File: config.mk
export PLATFORM = sky130hd
export DESIGN_NAME = local_timer
export DESIGN_NICKNAME = d
export VERILOG_FILES = /design/src/rtl/lct_pkg.sv /design/src/rtl/lct_regs.sv /design/src/rtl/lct_prescale.sv /design/src/rtl/lct_counter.sv /design/src/rtl/local_timer.sv
export SDC_FILE = /design/constraint.sdc
export NUM_CORES = 1
export LEC_CHECK = 0
export ABC_AREA = 1
export CAP_MARGIN = 10
export CORE_ASPECT_RATIO = 0.8
export CORE_MARGIN = 4
export CORE_UTILIZATION = 48
export DETAILED_ROUTE_END_ITERATION = 10
export GPL_TIMING_DRIVEN = 0
export HOLD_SLACK_MARGIN = 0.15
export PLACE_DENSITY_LB_ADDON = 0.05
export SLEW_MARGIN = 20
export SYNTH_ARGS = -nofsm -noshare
export SYNTH_HDL_FRONTEND = slang
export SYNTH_HIERARCHICAL = 1
export SYNTH_SLANG_ARGS = --single-unit
File: constraint.sdc
create_clock -name clk -period 4.1 [get_ports clk]
set_input_delay 0.82 -clock clk [delete_from_list [all_inputs] [get_ports clk]]
set_output_delay 0.82 -clock clk [all_outputs]
set_load 0.02 [all_outputs]
File: src/rtl/lct_pkg.sv
package lct_pkg;
  typedef enum logic [1:0] {
    SEL_INIT  = 2'd0,
    SEL_CUR   = 2'd1,
    SEL_DIV   = 2'd2,
    SEL_ENTRY = 2'd3
  } reg_sel_e;

  localparam int SHIFT_W        = 3;
  localparam int PRE_W          = (1 << SHIFT_W) - 1;
  localparam int ENTRY_MASK_BIT = 16;
  localparam int ENTRY_PER_BIT  = 17;
  localparam int DIV_BIT_HI     = 3;
  localparam int DIV_BIT_MID    = 1;
  localparam int DIV_BIT_LO     = 0;

  // divide code {b3,b1,b0} -> log2(divisor); 111 wraps to 0 (divide by 1)
  function automatic logic [SHIFT_W-1:0] div_shift(input logic [2:0] code);
    return code + 3'd1;
  endfunction
endpackage

File: src/rtl/lct_regs.sv
module lct_regs
  import lct_pkg::*;
#(
  parameter int DATA_W = 32,
  parameter int VEC_W  = 8
) (
  input  logic                clk,
  input  logic                rst,
  input  logic                wr_en_i,
  input  logic [1:0]          wr_sel_i,
  input  logic [DATA_W-1:0]   wr_data_i,
  input  logic [1:0]          rd_sel_i,
  input  logic                run_i,
  input  logic [DATA_W-1:0]   cur_i,
  output logic                init_wr_o,
  output logic [DATA_W-1:0]   init_q_o,
  output logic [SHIFT_W-1:0]  cfg_shift_o,
  output logic                periodic_o,
  output logic                masked_o,
  output logic [VEC_W-1:0]    vec_o,
  output logic [DATA_W-1:0]   rd_data_o
);
  localparam logic [DATA_W-1:0] ENTRY_KEEP =
    DATA_W'((1 << VEC_W) - 1) | (DATA_W'(1) << ENTRY_MASK_BIT) | (DATA_W'(1) << ENTRY_PER_BIT);
  localparam logic [DATA_W-1:0] ENTRY_RST = DATA_W'(1) << ENTRY_MASK_BIT;

  logic [DATA_W-1:0] init_q, entry_q;
  logic [2:0]        div_code_q;
  logic [DATA_W-1:0] div_view;

  assign init_wr_o = wr_en_i && (wr_sel_i == SEL_INIT);

  always_ff @(posedge clk) begin
    if (rst) begin
      init_q     <= '0;
      div_code_q <= '0;
      entry_q    <= ENTRY_RST;
    end else if (wr_en_i) begin
      case (wr_sel_i)
        SEL_INIT:  init_q     <= wr_data_i;
        SEL_DIV:   div_code_q <= {wr_data_i[DIV_BIT_HI], wr_data_i[DIV_BIT_MID], wr_data_i[DIV_BIT_LO]};
        SEL_ENTRY: entry_q    <= wr_data_i & ENTRY_KEEP;
        default:   ;
      endcase
    end
  end

  always_comb begin
    div_view              = '0;
    div_view[DIV_BIT_HI]  = div_code_q[2];
    div_view[DIV_BIT_MID] = div_code_q[1];
    div_view[DIV_BIT_LO]  = div_code_q[0];
  end

  always_ff @(posedge clk) begin
    if (rst) rd_data_o <= '0;
    else begin
      case (rd_sel_i)
        SEL_INIT: rd_data_o <= init_q;
        SEL_CUR:  rd_data_o <= run_i ? cur_i : '0;
        SEL_DIV:  rd_data_o <= div_view;
        default:  rd_data_o <= entry_q;
      endcase
    end
  end

  assign init_q_o    = init_q;
  assign cfg_shift_o = div_shift(div_code_q);
  assign periodic_o  = entry_q[ENTRY_PER_BIT];
  assign masked_o    = entry_q[ENTRY_MASK_BIT];
  assign vec_o       = entry_q[VEC_W-1:0];

  // writes to the live-count select leave all settings untouched
  assert_cur_write_ignored_R5: assert property (@(posedge clk) disable iff (rst)
    (wr_en_i && wr_sel_i == SEL_CUR) |=> ($stable(init_q) && $stable(div_code_q) && $stable(entry_q)));
endmodule

File: src/rtl/lct_prescale.sv
module lct_prescale
  import lct_pkg::*;
(
  input  logic               clk,
  input  logic               rst,
  input  logic               restart_i,
  input  logic [SHIFT_W-1:0] shift_i,
  output logic               tick_o
);
  logic [PRE_W-1:0] pre_q;
  logic [PRE_W-1:0] phase_mask;

  assign phase_mask = PRE_W'((1 << shift_i) - 1);
  assign tick_o     = ((pre_q & phase_mask) == phase_mask);

  always_ff @(posedge clk) begin
    if (rst || restart_i) pre_q <= '0;
    else                  pre_q <= pre_q + 1'b1;
  end

  // a restart aligns the phase: the first tick lands D cycles later
  assert_restart_phase_R2: assert property (@(posedge clk) disable iff (rst)
    restart_i |=> (tick_o == (shift_i == '0)));
endmodule

File: src/rtl/lct_counter.sv
module lct_counter
  import lct_pkg::*;
#(
  parameter int DATA_W = 32
) (
  input  logic               clk,
  input  logic               rst,
  input  logic               sw_en_i,
  input  logic               init_wr_i,
  input  logic [DATA_W-1:0]  wr_data_i,
  input  logic [DATA_W-1:0]  init_q_i,
  input  logic [SHIFT_W-1:0] cfg_shift_i,
  input  logic               periodic_i,
  input  logic               tick_i,
  output logic               run_o,
  output logic [DATA_W-1:0]  cur_o,
  output logic [SHIFT_W-1:0] shift_o,
  output logic               restart_o,
  output logic               expire_o
);
  logic               run_q, run_d, en_q, en_rise, exp_q, exp_d;
  logic [DATA_W-1:0]  cur_q, cur_d;
  logic [SHIFT_W-1:0] shift_q, shift_d;

  assign en_rise = sw_en_i && !en_q;

  always_comb begin
    run_d     = run_q;
    cur_d     = cur_q;
    shift_d   = shift_q;
    exp_d     = 1'b0;
    restart_o = 1'b0;
    if (!sw_en_i) begin
      run_d = 1'b0;
      cur_d = '0;
    end else if (init_wr_i) begin
      run_d     = |wr_data_i;
      cur_d     = wr_data_i;
      shift_d   = cfg_shift_i;
      restart_o = 1'b1;
    end else if (en_rise && periodic_i && |init_q_i) begin
      run_d     = 1'b1;
      cur_d     = init_q_i;
      shift_d   = cfg_shift_i;
      restart_o = 1'b1;
    end else if (run_q && tick_i) begin
      if (cur_q == DATA_W'(1)) begin
        exp_d = 1'b1;
        if (periodic_i) begin
          cur_d     = init_q_i;
          shift_d   = cfg_shift_i;
          restart_o = 1'b1;
        end else begin
          run_d = 1'b0;
          cur_d = '0;
        end
      end else begin
        cur_d = cur_q - 1'b1;
      end
    end
  end

  always_ff @(posedge clk) begin
    if (rst) begin
      run_q   <= 1'b0;
      cur_q   <= '0;
      shift_q <= div_shift(3'b000);
      exp_q   <= 1'b0;
      en_q    <= 1'b0;
    end else begin
      run_q   <= run_d;
      cur_q   <= cur_d;
      shift_q <= shift_d;
      exp_q   <= exp_d;
      en_q    <= sw_en_i;
    end
  end

  assign run_o    = run_q;
  assign cur_o    = cur_q;
  assign shift_o  = shift_q;
  assign expire_o = exp_q;

  assert_disable_halts_R7: assert property (@(posedge clk) disable iff (rst)
    !sw_en_i |=> (!run_q && !exp_q));
  assert_zero_start_idle_R3: assert property (@(posedge clk) disable iff (rst)
    (sw_en_i && init_wr_i && wr_data_i == '0) |=> (!run_q && !exp_q));
  assert_div_held_R4: assert property (@(posedge clk) disable iff (rst)
    (run_q && !restart_o) |=> $stable(shift_q));
  assert_oneshot_stops_R6: assert property (@(posedge clk) disable iff (rst)
    (exp_q && !periodic_i && !restart_o && sw_en_i && !init_wr_i) |-> !run_q);
endmodule

File: src/rtl/local_timer.sv
module local_timer
  import lct_pkg::*;
#(
  parameter int DATA_W = 32,
  parameter int VEC_W  = 8
) (
  input  logic              clk,
  input  logic              rst,
  input  logic              sw_en_i,
  input  logic              wr_en_i,
  input  logic [1:0]        wr_sel_i,
  input  logic [DATA_W-1:0] wr_data_i,
  input  logic [1:0]        rd_sel_i,
  output logic [DATA_W-1:0] rd_data_o,
  output logic              expire_o,
  output logic [VEC_W-1:0]  expire_vec_o,
  output logic              expire_masked_o
);
  logic               init_wr, periodic, run, tick, restart;
  logic [DATA_W-1:0]  init_q, cur;
  logic [SHIFT_W-1:0] cfg_shift, act_shift;

  lct_regs #(.DATA_W(DATA_W), .VEC_W(VEC_W)) u_regs (
    .clk(clk), .rst(rst), .wr_en_i(wr_en_i), .wr_sel_i(wr_sel_i), .wr_data_i(wr_data_i),
    .rd_sel_i(rd_sel_i), .run_i(run), .cur_i(cur), .init_wr_o(init_wr), .init_q_o(init_q),
    .cfg_shift_o(cfg_shift), .periodic_o(periodic), .masked_o(expire_masked_o),
    .vec_o(expire_vec_o), .rd_data_o(rd_data_o)
  );

  lct_prescale u_pre (
    .clk(clk), .rst(rst), .restart_i(restart), .shift_i(act_shift), .tick_o(tick)
  );

  lct_counter #(.DATA_W(DATA_W)) u_cnt (
    .clk(clk), .rst(rst), .sw_en_i(sw_en_i), .init_wr_i(init_wr), .wr_data_i(wr_data_i),
    .init_q_i(init_q), .cfg_shift_i(cfg_shift), .periodic_i(periodic), .tick_i(tick),
    .run_o(run), .cur_o(cur), .shift_o(act_shift), .restart_o(restart), .expire_o(expire_o)
  );

  assert_count_bound_R5: assert property (@(posedge clk) disable iff (rst)
    run |-> (cur <= init_q && cur != '0));
  assert_pulse_single_R9: assert property (@(posedge clk) disable iff (rst)
    (expire_o && !(periodic && init_q == DATA_W'(1) && act_shift == '0)) |=> !expire_o);
endmodule

==> results by group, run 1 <==
Clock network
  • CTS Sinks: 122
  • Clk pin slew, worst setup/hold paths: 0.06 ns
  • # hold bufs at CTS: 0
  • Clock latency on the worst-skew pair: between 0.4 and 0.5 ns
  • CTS Buf Count: 17
  • Htree depth: 4
  • Clk root buf: clkbuf_16
  • Longest Clk Path Bufs: 2
  • CTS tree: done
  • Post-CTS Setup Bufs: 0
  • Post_cts resized: 0

Setup path
  • Worst Path Required: 4.41 ns
  • Worst Path Arrival: between 3 and 4 ns
  • Critical Path Fanout Max: 10
  • CP endpoint kind: flop
  • Startpoint types: input pin
  • WS Path Type: in -> reg
  • Crit. Startpoint: wr_sel_i[0]
  • RR Startpoint: u_cnt/cur_o[22]
  • Register-to-Register Path Depth: 12

Finish
  • Commonest non-fill, non-tap cell in the layout: nand2_1
  • Total Nets Final: 1383
  • Inserted Diodes: 0
  • Area grow syn2layout: 22.17%
  • Commonest cells after routing, fill and taps aside: nand2_1 (380), nor2_1 (227), dfxtp_1 (122)
  • Final instance area: 9130 um2
  • Ratio of cells with drive above 1 in the final layout: 0.07698

STA
  • Period minus WS final: 3.225 ns
  • Setup TNS: 0 ns
  • Final Slew Violations: 0
  • Max-slew headroom: 0.4139
  • Final hold slack: ~0.48 ns
  • Count of final hold-check violations: 0
  • Max Freq: 310.1 MHz
  • Skew final: around 0.0085 ns
  • Unrepaired setup endpoints after global routing: false
  • Period utilization: 0.7866
  • # setup viols final: 0
  • Worst-Margin Slew: 0.8791 ns

Detailed routing
  • DR iter-0 viols: 1308
  • Residual DRC: 0
  • Vias: 8668
  • Antenna Nets Post-Route: 0
  • Wire length per cell: 17.98 um
  • Final wirelength: around 28000 um
  • Vias per cell: 5.553
  • Pre-Repair DR Iteration Count: 5

GRT
  • Largest net degree at the start of global routing: 17
  • Total gr overflow: 0
  • Vias in the first global route: 7504
  • Gr usage total: 0.3141
  • Initial antenna violation count: 0
  • First-pass GRT wire length: 42920 um

Synth
  • Yosys reg bits: 122
  • Synthesized Nets: ~1.3k
  • Post-synthesis cell type count: 35
  • Yosys synthesis warning count: 6
  • Post-Syn Instances: 1240
  • Register area share after synthesis: 0.3268
  • Avg Inst Size Synth: 6.027 um2
  • Mapped Area: 7473 um2

Place
  • Placement Cell Area: 8537 um2
  • Post-DP HPWL: 20990 um
  • Gpl congestion: between 0.9 and 1
  • Buffers on Ports: 80

Outcome
  • Run status: completed

Run
  • Max-cap viol count: 0

Floorplan
  • Initial core utilization: 0.4945
  • Row count: 40
  • Core area: 15110 um2
  • Die Height: 119.6 um
  • Die area: 17640 um2
  • DIE WIDTH: around 150 um
  • Num ports: 82

Worst hold path
  • Worst hold start: u_regs/entry_q[1]
  • Hold depth: 2
  • Worst hold-check path type: reg -> reg

Power
  • Tot Pwr: about 3.5 mW
  • Pleak: 4.200 nW
  • Peak VDD IR: roughly 0.3 mV
  • Pwr dens: around 390 nW/um2
-- path summary, 6_finish.rpt --
kind | end | slack, ns
setup / recovery | u_cnt/cur_o[20] | 0.88
hold / removal | u_regs/entry_q[1] | 0.48
setup reg to reg | u_pre/pre_q[0] | 1.79
hold reg to reg | u_regs/entry_q[1] | 0.48
-- worst max-delay path, stage by stage --
cell             delay (ns)
clkdlybuf4s50_1        0.46
inv_2                  0.10
nand2_1                0.08
nor2_4                 0.23
buf_4                  0.23
clkbuf_1               0.33
inv_1                  0.21
buf_2                  0.26
clkbuf_1               0.30
nand3_1                0.17
nand3_1                0.12
nor2_1                 0.15
nor2_1                 0.05
-- layout make-up --
type,count,area [um2]
timing repair buffer,80,800.8
tap,210,262.8
clock buffer,20,446.7
fill,1563,5984
clock inverter,11,146.4
sequential,122,2442
multi-input combinational,948,4307
buffer,58,300.3
inverter,112,424.2
-- registers in the layout, summed over array words and instances (netlist names) --
signal             flops
u_regs/div_code_q      3
u_regs/init_q_o       32
u_cnt/cur_o           32
u_regs/rd_data_o      32
u_cnt/en_q             1
u_cnt/shift_o          3
u_cnt/run_o            1
u_pre/pre_q            7
u_regs/entry_q        10
u_cnt/expire_o         1
-- cells in the mapped netlist (all sizes together) --
cell    count  share of area
clkinv      1        0.00067
xnor2       1         0.0012
or2         2         0.0017
and3        2         0.0017
nand2     391           0.20
nor4        5         0.0042
and2        1        0.00084
nor2      242           0.13
dfxtp     122           0.33
inv       111          0.056
buf        37          0.030
nand3     106          0.073
ha          4         0.0067
nand3b     36          0.036
nand4      35          0.029
o211ai      1         0.0010
xor2        8         0.0094
clkbuf     21          0.011
nor3        7         0.0069
o21bai      4         0.0040
a21oi      54          0.036
o21ai      49          0.033
-- routing by layer --
| metal | share of wire | vias up | GRT usage |
|---|---|---|---|
| met4 | 0.026 | 0 | 0.09488 |
| li1 | - | 4139 | - |
| met2 | 0.40 | 544 | 0.4397 |
| met1 | 0.45 | 3922 | 0.4732 |
| met5 | 0 | - | 0 |
| met3 | 0.13 | 63 | 0.07437 |
-- report_power, final --
group	total (mW)	switching, mW	internal [mW]
logic	0.732	0.482	0.250
registers	1.29	0.0611	1.23
clock network	1.53	0.558	0.967
total	3.55	1.10	2.45
-- per-stage QoR --
stage / std cells / setup WS (ns) / util
after floorplan: 1240 / 1.602 / -
after global placement: 1530 / 0.5573 / 0.5648
after detailed placement: 1530 / 0.5511 / 0.5648
after CTS: 1561 / 0.9856 / 0.6041
after global routing: 1561 / 0.6901 / 0.6041
final: 1561 / 0.8751 / 0.6041
-- logic make-up (layout without fill, tap and decap cells) --
family	Yosys count	after routing	share of synthesized area
and+or+nand+nor	827	827	0.4850
buffers and inverters	170	281	0.09694
DFF	122	122	0.3268
AOI/OAI and AO/OA	108	108	0.07400
xor gates and xnor gates	9	9	0.01055
adders and majority gates	4	4	0.006697
(Power assumes the default switching activity.)
==> inputs of run 2 (changes only) <==
clock period = 3.2 ns   (was 4.1 ns; I/O delays follow)
==> run 2 against run 1 <==
Compared with the run above: combinational power increased by 28%; critical endpoint unchanged; routed wire length about the same; highest routed layer unchanged; non-clock buffer count decreased by 1; clock-buffer cell count unchanged; setup slack got worse by 0.39 ns.
==> results by group, run 2 (synthesis results as in run 1) <==
STA
  • Unrepaired setup endpoints after global routing: false
  • Setup TNS: 0 ns (unchanged)
  • Worst-Margin Slew: 0.8239 ns (-0.05514 ns)
  • Skew final: 0.008147 ns (-0.0003200 ns)
  • Max-slew headroom: 0.4507 (+0.03676)
  • Period minus WS final: 2.716 ns
  • Max Freq: 368.2 MHz
  • Final Slew Violations: 0 (unchanged)
  • Worst Slack Setup Final: 0.4841 ns (-0.3911 ns)
  • Final hold slack: 0.4776 ns (+0.0002530 ns)
  • Period utilization: 0.8487
  • Count of final hold-check violations: 0 (unchanged)
  • # setup viols final: 0 (unchanged)

Detailed routing
  • Final wirelength: 28090 um (about the same)
  • Antenna Nets Post-Route: 0 (unchanged)
  • Wire length per cell: 18.01 um (+0.15%)
  • Pre-Repair DR Iteration Count: 6 (+1)
  • Vias: 8574 (-1.1%)
  • Residual DRC: 0 (unchanged)
  • DR iter-0 viols: 1291 (-1.3%)
  • Vias per cell: 5.496 (-1.0%)

Clock network
  • # hold bufs at CTS: 0 (unchanged)
  • Htree depth: 4 (unchanged)
  • Post-CTS Setup Bufs: 0 (unchanged)
  • CTS Sinks: 122 (unchanged)
  • Clk root buf: clkbuf_16
  • CTS tree: done
  • Longest Clk Path Bufs: 2 (unchanged)
  • Post_cts resized: 0 (unchanged)
  • Clock latency on the worst-skew pair: 0.42 ns (about the same)
  • Clk pin slew, worst setup/hold paths: 0.06 ns (about the same)
  • CTS Buf Count: 17 (unchanged)

Setup path
  • CP bufs+invs: 6 (-1)
  • CP Cell Sequence: clkdlybuf4s50_1, inv_2, nand2_1, nor2_4, buf_4, inv_1, buf_2, clkbuf_1, nand3_1, nand3_1, nor2_1, nor2_1
  • Critical-path top delay cell: clkdlybuf4s50_1
  • Crit. Startpoint: wr_sel_i[0]
  • Startpoint types: input pin
  • CP endpoint kind: flop
  • WS Path Type: in -> reg
  • RR Endpoint: u_cnt/cur_o[28]
  • Worst Path Arrival: 3.03 ns (-0.51 ns)
  • Crit path capture: u_cnt/cur_o[20]
  • Max incr delay on CP: 0.46 ns (about the same)
  • Crit-path leading delay family: buffers and inverters
  • Reg2Reg Setup Slack: 0.87 ns (-0.92 ns)
  • Register-to-Register Path Depth: 12 (unchanged)
  • Worst Path Required: 3.51 ns (-0.90 ns)
  • WP depth: 12 (-1)
  • RR Startpoint: u_regs/init_q_o[28]
  • Critical Path Fanout Max: 16 (+6)

Place
  • Buffers on Ports: 80 (unchanged)
  • Pre-CTS WS: -0.1689 ns (-0.7200 ns)
  • Post-placement cell count: 1530 (unchanged)
  • Gpl congestion: 0.9917 (unchanged)
  • Post-DP HPWL: 20990 um (unchanged)

GRT
  • Total gr overflow: 0 (unchanged)
  • Initial antenna violation count: 0 (unchanged)
  • Gr usage total: 0.3141 (unchanged)
  • Largest net degree at the start of global routing: 17 (unchanged)
  • First-pass GRT wire length: 42920 um (unchanged)
  • Vias in the first global route: 7504 (unchanged)

Power
  • Pleak: 4.199 nW (about the same)
  • Internal power: 3.133 mW (+28%)
  • Peak VDD IR: 0.3831 mV (+28%)
  • Pwr dens: 497.5 nW/um2 (+28%)
  • Comb pwr share: 0.206 (about the same)
  • Tot Pwr: 4.540 mW (+28%)
  • Clock share of power: 0.430 (about the same)
  • Sw Share: 0.3098 (-0.0006297)
  • Flop pwr share: 0.364 (about the same)
  • Sw Pwr: 1.407 mW (+28%)

Finish
  • Ratio of cells with drive above 1 in the final layout: 0.07704 (about the same)
  • Inserted Diodes: 0 (unchanged)
  • Non-Filler Instances: 1560 (-0.064%)
  • Total Nets Final: 1382 (-0.072%)
  • Commonest non-fill, non-tap cell in the layout: nand2_1
  • Area grow syn2layout: 22.12% (about the same)
  • Commonest cells after routing, fill and taps aside: nand2_1 (380), nor2_1 (227), dfxtp_1 (122)

Floorplan
  • Core area: 15110 um2 (unchanged)
  • Die Height: 119.6 um (unchanged)
  • DIE WIDTH: 147.5 um (unchanged)
  • Row count: 40 (unchanged)
  • Die area: 17640 um2 (unchanged)
  • Num ports: 82 (unchanged)
  • Initial core utilization: 0.4945 (unchanged)

Run
  • Max-cap viol count: 0 (unchanged)

Worst hold path
  • Worst hold-check path type: reg -> reg

Outcome
  • Run status: completed
[run 2: cell type report]
type | instances | area [um2]
plain buffers | 57 | 296.5
flip-flops and latches | 122 | 2442
fillers | 1562 | 5988
clock inverters | 11 | 146.4
inverters | 112 | 424.2
repair buffers | 80 | 800.8
multi-input cells | 948 | 4307
well taps | 210 | 262.8
clock buffers | 20 | 446.7
[run 2: worst register-to-register path: stages (launching register included)]
cell	delay (ns)
dfxtp_1	0.43
nor2_1	0.15
nand2_1	0.05
nor2_1	0.27
nand2_1	0.13
inv_1	0.09
nand2_2	0.10
nand2_4	0.13
nand3_2	0.20
buf_2	0.27
inv_1	0.16
nor2_1	0.10
a21oi_1	0.17
[run 2: per-stage QoR]
step / utilization / area [um2]
after floorplan: - / 7473
after global placement: 0.5648 / 8537
after detailed placement: 0.5648 / 8537
after CTS: 0.6041 / 9130
after global routing: 0.6038 / 9126
final: 0.6038 / 9126
[run 2: power by group through the flow]
stage               clock network [mW]  registers, mW  logic, mW
CTS                               1.97           1.65      0.903
global placement                     0           1.68      0.888
global route                      2.04           1.66       1.03
finish                            1.95           1.65      0.937
detailed placement                   0           1.68      0.894
floorplan                            0           1.66      0.596
[run 2: how the worst min path moves through the flow]
stage          depth (start not counted)              start                end  slack [ns]
2_1_floorplan                          1     u_pre/pre_q[0]     u_pre/pre_q[0]        0.44
3_3_place_gp                           1     u_pre/pre_q[0]     u_pre/pre_q[0]        0.46
3_5_place_dp                           2  u_regs/entry_q[1]  u_regs/entry_q[1]        0.47
4_1_cts                                2  u_regs/entry_q[1]  u_regs/entry_q[1]        0.48
5_1_grt                                2  u_regs/entry_q[3]  u_regs/entry_q[3]        0.50
6_report                               2  u_regs/entry_q[1]  u_regs/entry_q[1]        0.48
[run 2: routing by layer]
metal,share of wire,vias up,global-route usage
met5,0,-,0
met4,0.025,0,0.09488
met3,0.13,65,0.07437
met2,0.40,520,0.4397
met1,0.45,3851,0.4732
li1,-,4138,-
==> inputs of run 3 (changes only) <==
clock period = 2.76 ns   (was 3.2 ns; I/O delays follow)
==> run 3 against run 2 <==
Compared with the run above: clock power up 16%; non-clock buffer count unchanged; design area up 0.11%; critical endpoint unchanged; largest cell class unchanged.
==> results by group, run 3 (synthesis results as in run 1) <==
STA
  • Count of final hold-check violations: 0 (unchanged)
  • Worst Slack Setup Final: 0.1341 ns (-0.3500 ns)
  • # setup viols final: 0 (unchanged)
  • Max-slew headroom: 0.4493 (-0.001400)
  • Period utilization: 0.9514
  • Max Freq: between 300 and 400 MHz
  • Period minus WS final: between 2 and 3 ns
  • Final Slew Violations: 0 (unchanged)
  • Skew final: 0.007617 ns (-0.0005300 ns)
  • Setup TNS: 0 ns (unchanged)
  • Unrepaired setup endpoints after global routing: false
  • Worst-Margin Slew: 0.8260 ns (+0.002099 ns)

Power
  • Peak VDD IR: 0.4481 mV (+17%)
  • Sw Pwr: 1.641 mW (+17%)
  • Flop pwr share: 0.363 (about the same)
  • Pleak: 4.202 nW (about the same)
  • Comb pwr share: 0.206 (about the same)
  • Pwr dens: 577.2 nW/um2 (+16%)
  • Sw Share: 0.3111 (+0.001290)
  • Internal power: 3.633 mW (+16%)
  • Clock share of power: 0.431 (about the same)

Place
  • Buffers on Ports: 80 (unchanged)
  • Gpl congestion: 0.9917 (unchanged)
  • Pre-CTS WS: -0.5209 ns (-0.3520 ns)
  • Post-DP HPWL: 20990 um (unchanged)

Finish
  • Commonest cells after routing, fill and taps aside: nand2_1 (380), nor2_1 (226), dfxtp_1 (122)
  • Area grow syn2layout: 22.25%
  • Commonest non-fill, non-tap cell in the layout: nand2_1
  • Filler cell count: 1560 (-0.13%)
  • Inserted Diodes: 0 (unchanged)
  • Total Nets Final: 1382 (unchanged)
  • Ratio of cells with drive above 1 in the final layout: 0.07852 (+0.001481)

GRT
  • Initial antenna violation count: 0 (unchanged)
  • First-pass GRT wire length: 42900 um (about the same)
  • Vias in the first global route: 7494 (-0.13%)
  • Total gr overflow: 0 (unchanged)
  • Gr usage total: 0.3140 (about the same)
  • Largest net degree at the start of global routing: 17 (unchanged)

Floorplan
  • Core area: 15110 um2 (unchanged)
  • Row count: 40 (unchanged)
  • DIE WIDTH: 147.5 um (unchanged)
  • Initial core utilization: 0.4945 (unchanged)
  • Die Height: 119.6 um (unchanged)
  • Die area: 17640 um2 (unchanged)
  • Num ports: 82 (unchanged)

Worst hold path
  • Worst hold-check path type: reg -> reg
  • Hold depth: 2 (unchanged)

Clock network
  • Htree depth: 4 (unchanged)
  • Clk root buf: clkbuf_16
  • Post-CTS Setup Bufs: 0 (unchanged)
  • CTS Buf Count: 17 (unchanged)
  • Longest Clk Path Bufs: 2 (unchanged)
  • Clk pin slew, worst setup/hold paths: 0.06 ns (about the same)
  • Clock latency on the worst-skew pair: 0.42 ns (about the same)
  • CTS Sinks: 122 (unchanged)
  • CTS tree: done

Detailed routing
  • DR iter-0 viols: 1237 (-4.2%)
  • Final wirelength: 28150 um (+0.20%)
  • Residual DRC: 0 (unchanged)
  • Vias per cell: 5.562 (+1.2%)
  • Antenna Nets Post-Route: 0 (unchanged)
  • Pre-Repair DR Iteration Count: 6 (unchanged)
  • Vias: 8677 (+1.2%)
  • Wire length per cell: 18.04 um (+0.20%)

Setup path
  • Critical Path Fanout Max: 16 (unchanged)
  • Register-to-Register Path Depth: 12 (unchanged)
  • CP endpoint kind: flop
  • Worst Path Required: 3.08 ns (-0.43 ns)
  • Worst Path Arrival: 2.94 ns (-0.09 ns)
  • WS Path Type: in -> reg
  • Startpoint types: input pin

Outcome
  • Run status: completed

Run
  • Max-cap viol count: 0 (unchanged)
[run 3: cell types whose count changed in the layout (fill, tap and decap cells not counted), sizes merged]
| cell | previous run | this run |
|---|---|---|
| buf | 37 | 36 |
| clkbuf | 40 | 41 |
[run 3: stage by stage]
step	hold slack, ns	power [mW]	utilization	cell area, um2	cells
2_1_floorplan	0.4400	2.620	-	7473	1240
3_3_place_gp	0.4639	2.980	0.5648	8537	1530
3_5_place_dp	0.4685	2.986	0.5648	8537	1530
4_1_cts	0.4751	5.248	0.6038	9126	1560
5_1_grt	0.4862	5.477	0.6045	9136	1560
6_report	0.4780	5.274	0.6045	9136	1560
[run 3: worst paths after layout]
| path | slack (ns) | endpoint | start |
|---|---|---|---|
| setup / recovery | 0.13 | u_cnt/cur_o[20] | wr_sel_i[0] |
| hold / removal | 0.48 | u_regs/entry_q[1] | u_regs/entry_q[1] |
| setup reg to reg | 0.45 | u_cnt/cur_o[28] | u_regs/init_q_o[28] |
| hold reg to reg | 0.48 | u_regs/entry_q[1] | u_regs/entry_q[1] |
[run 3: power groups by stage]
stage | Combinational, mW | Sequential (mW) | Clock (mW)
after detailed placement | 1.04 | 1.95 | 0
final | 1.09 | 1.92 | 2.27
after global placement | 1.03 | 1.95 | 0
after floorplan | 0.691 | 1.93 | 0
after CTS | 1.05 | 1.91 | 2.29
after global routing | 1.19 | 1.92 | 2.37
[run 3: repair_timing]
item,in CTS,in global routing
pin swaps,0,0
hold buffers,0,0
endpoints found under the setup margin,7,6
gates cloned,0,0
gates resized for setup,0,3
[run 3: layout make-up]
type	instances	area (um2)	area share
buffer	57	299.0	0.03273
clock buffer	20	446.7	0.04889
clock inverter	11	146.4	0.01602
inverter	112	424.2	0.04643
multi-input combinational	948	4314	0.4722
sequential	122	2442	0.2673
tap	210	262.8	0.02876
timing repair buffer	80	800.8	0.08765
[run 3: metal layers]
metal  GRT usage  wire (um)  up-vias
li1            -          -     4139
met1      0.4730      12740     3936
met2      0.4397      11240      542
met3     0.07437       3504       60
met4     0.09488        659        0
met5           0          0        -
[run 3: critical path: stages]
cell,delay (ns)
clkdlybuf4s50_1,0.46
inv_2,0.10
nand2_1,0.08
nor2_4,0.24
buf_4,0.29
inv_1,0.17
clkbuf_4,0.24
clkbuf_1,0.29
nand3_1,0.17
nand3_1,0.12
nor2_1,0.16
nor2_1,0.05
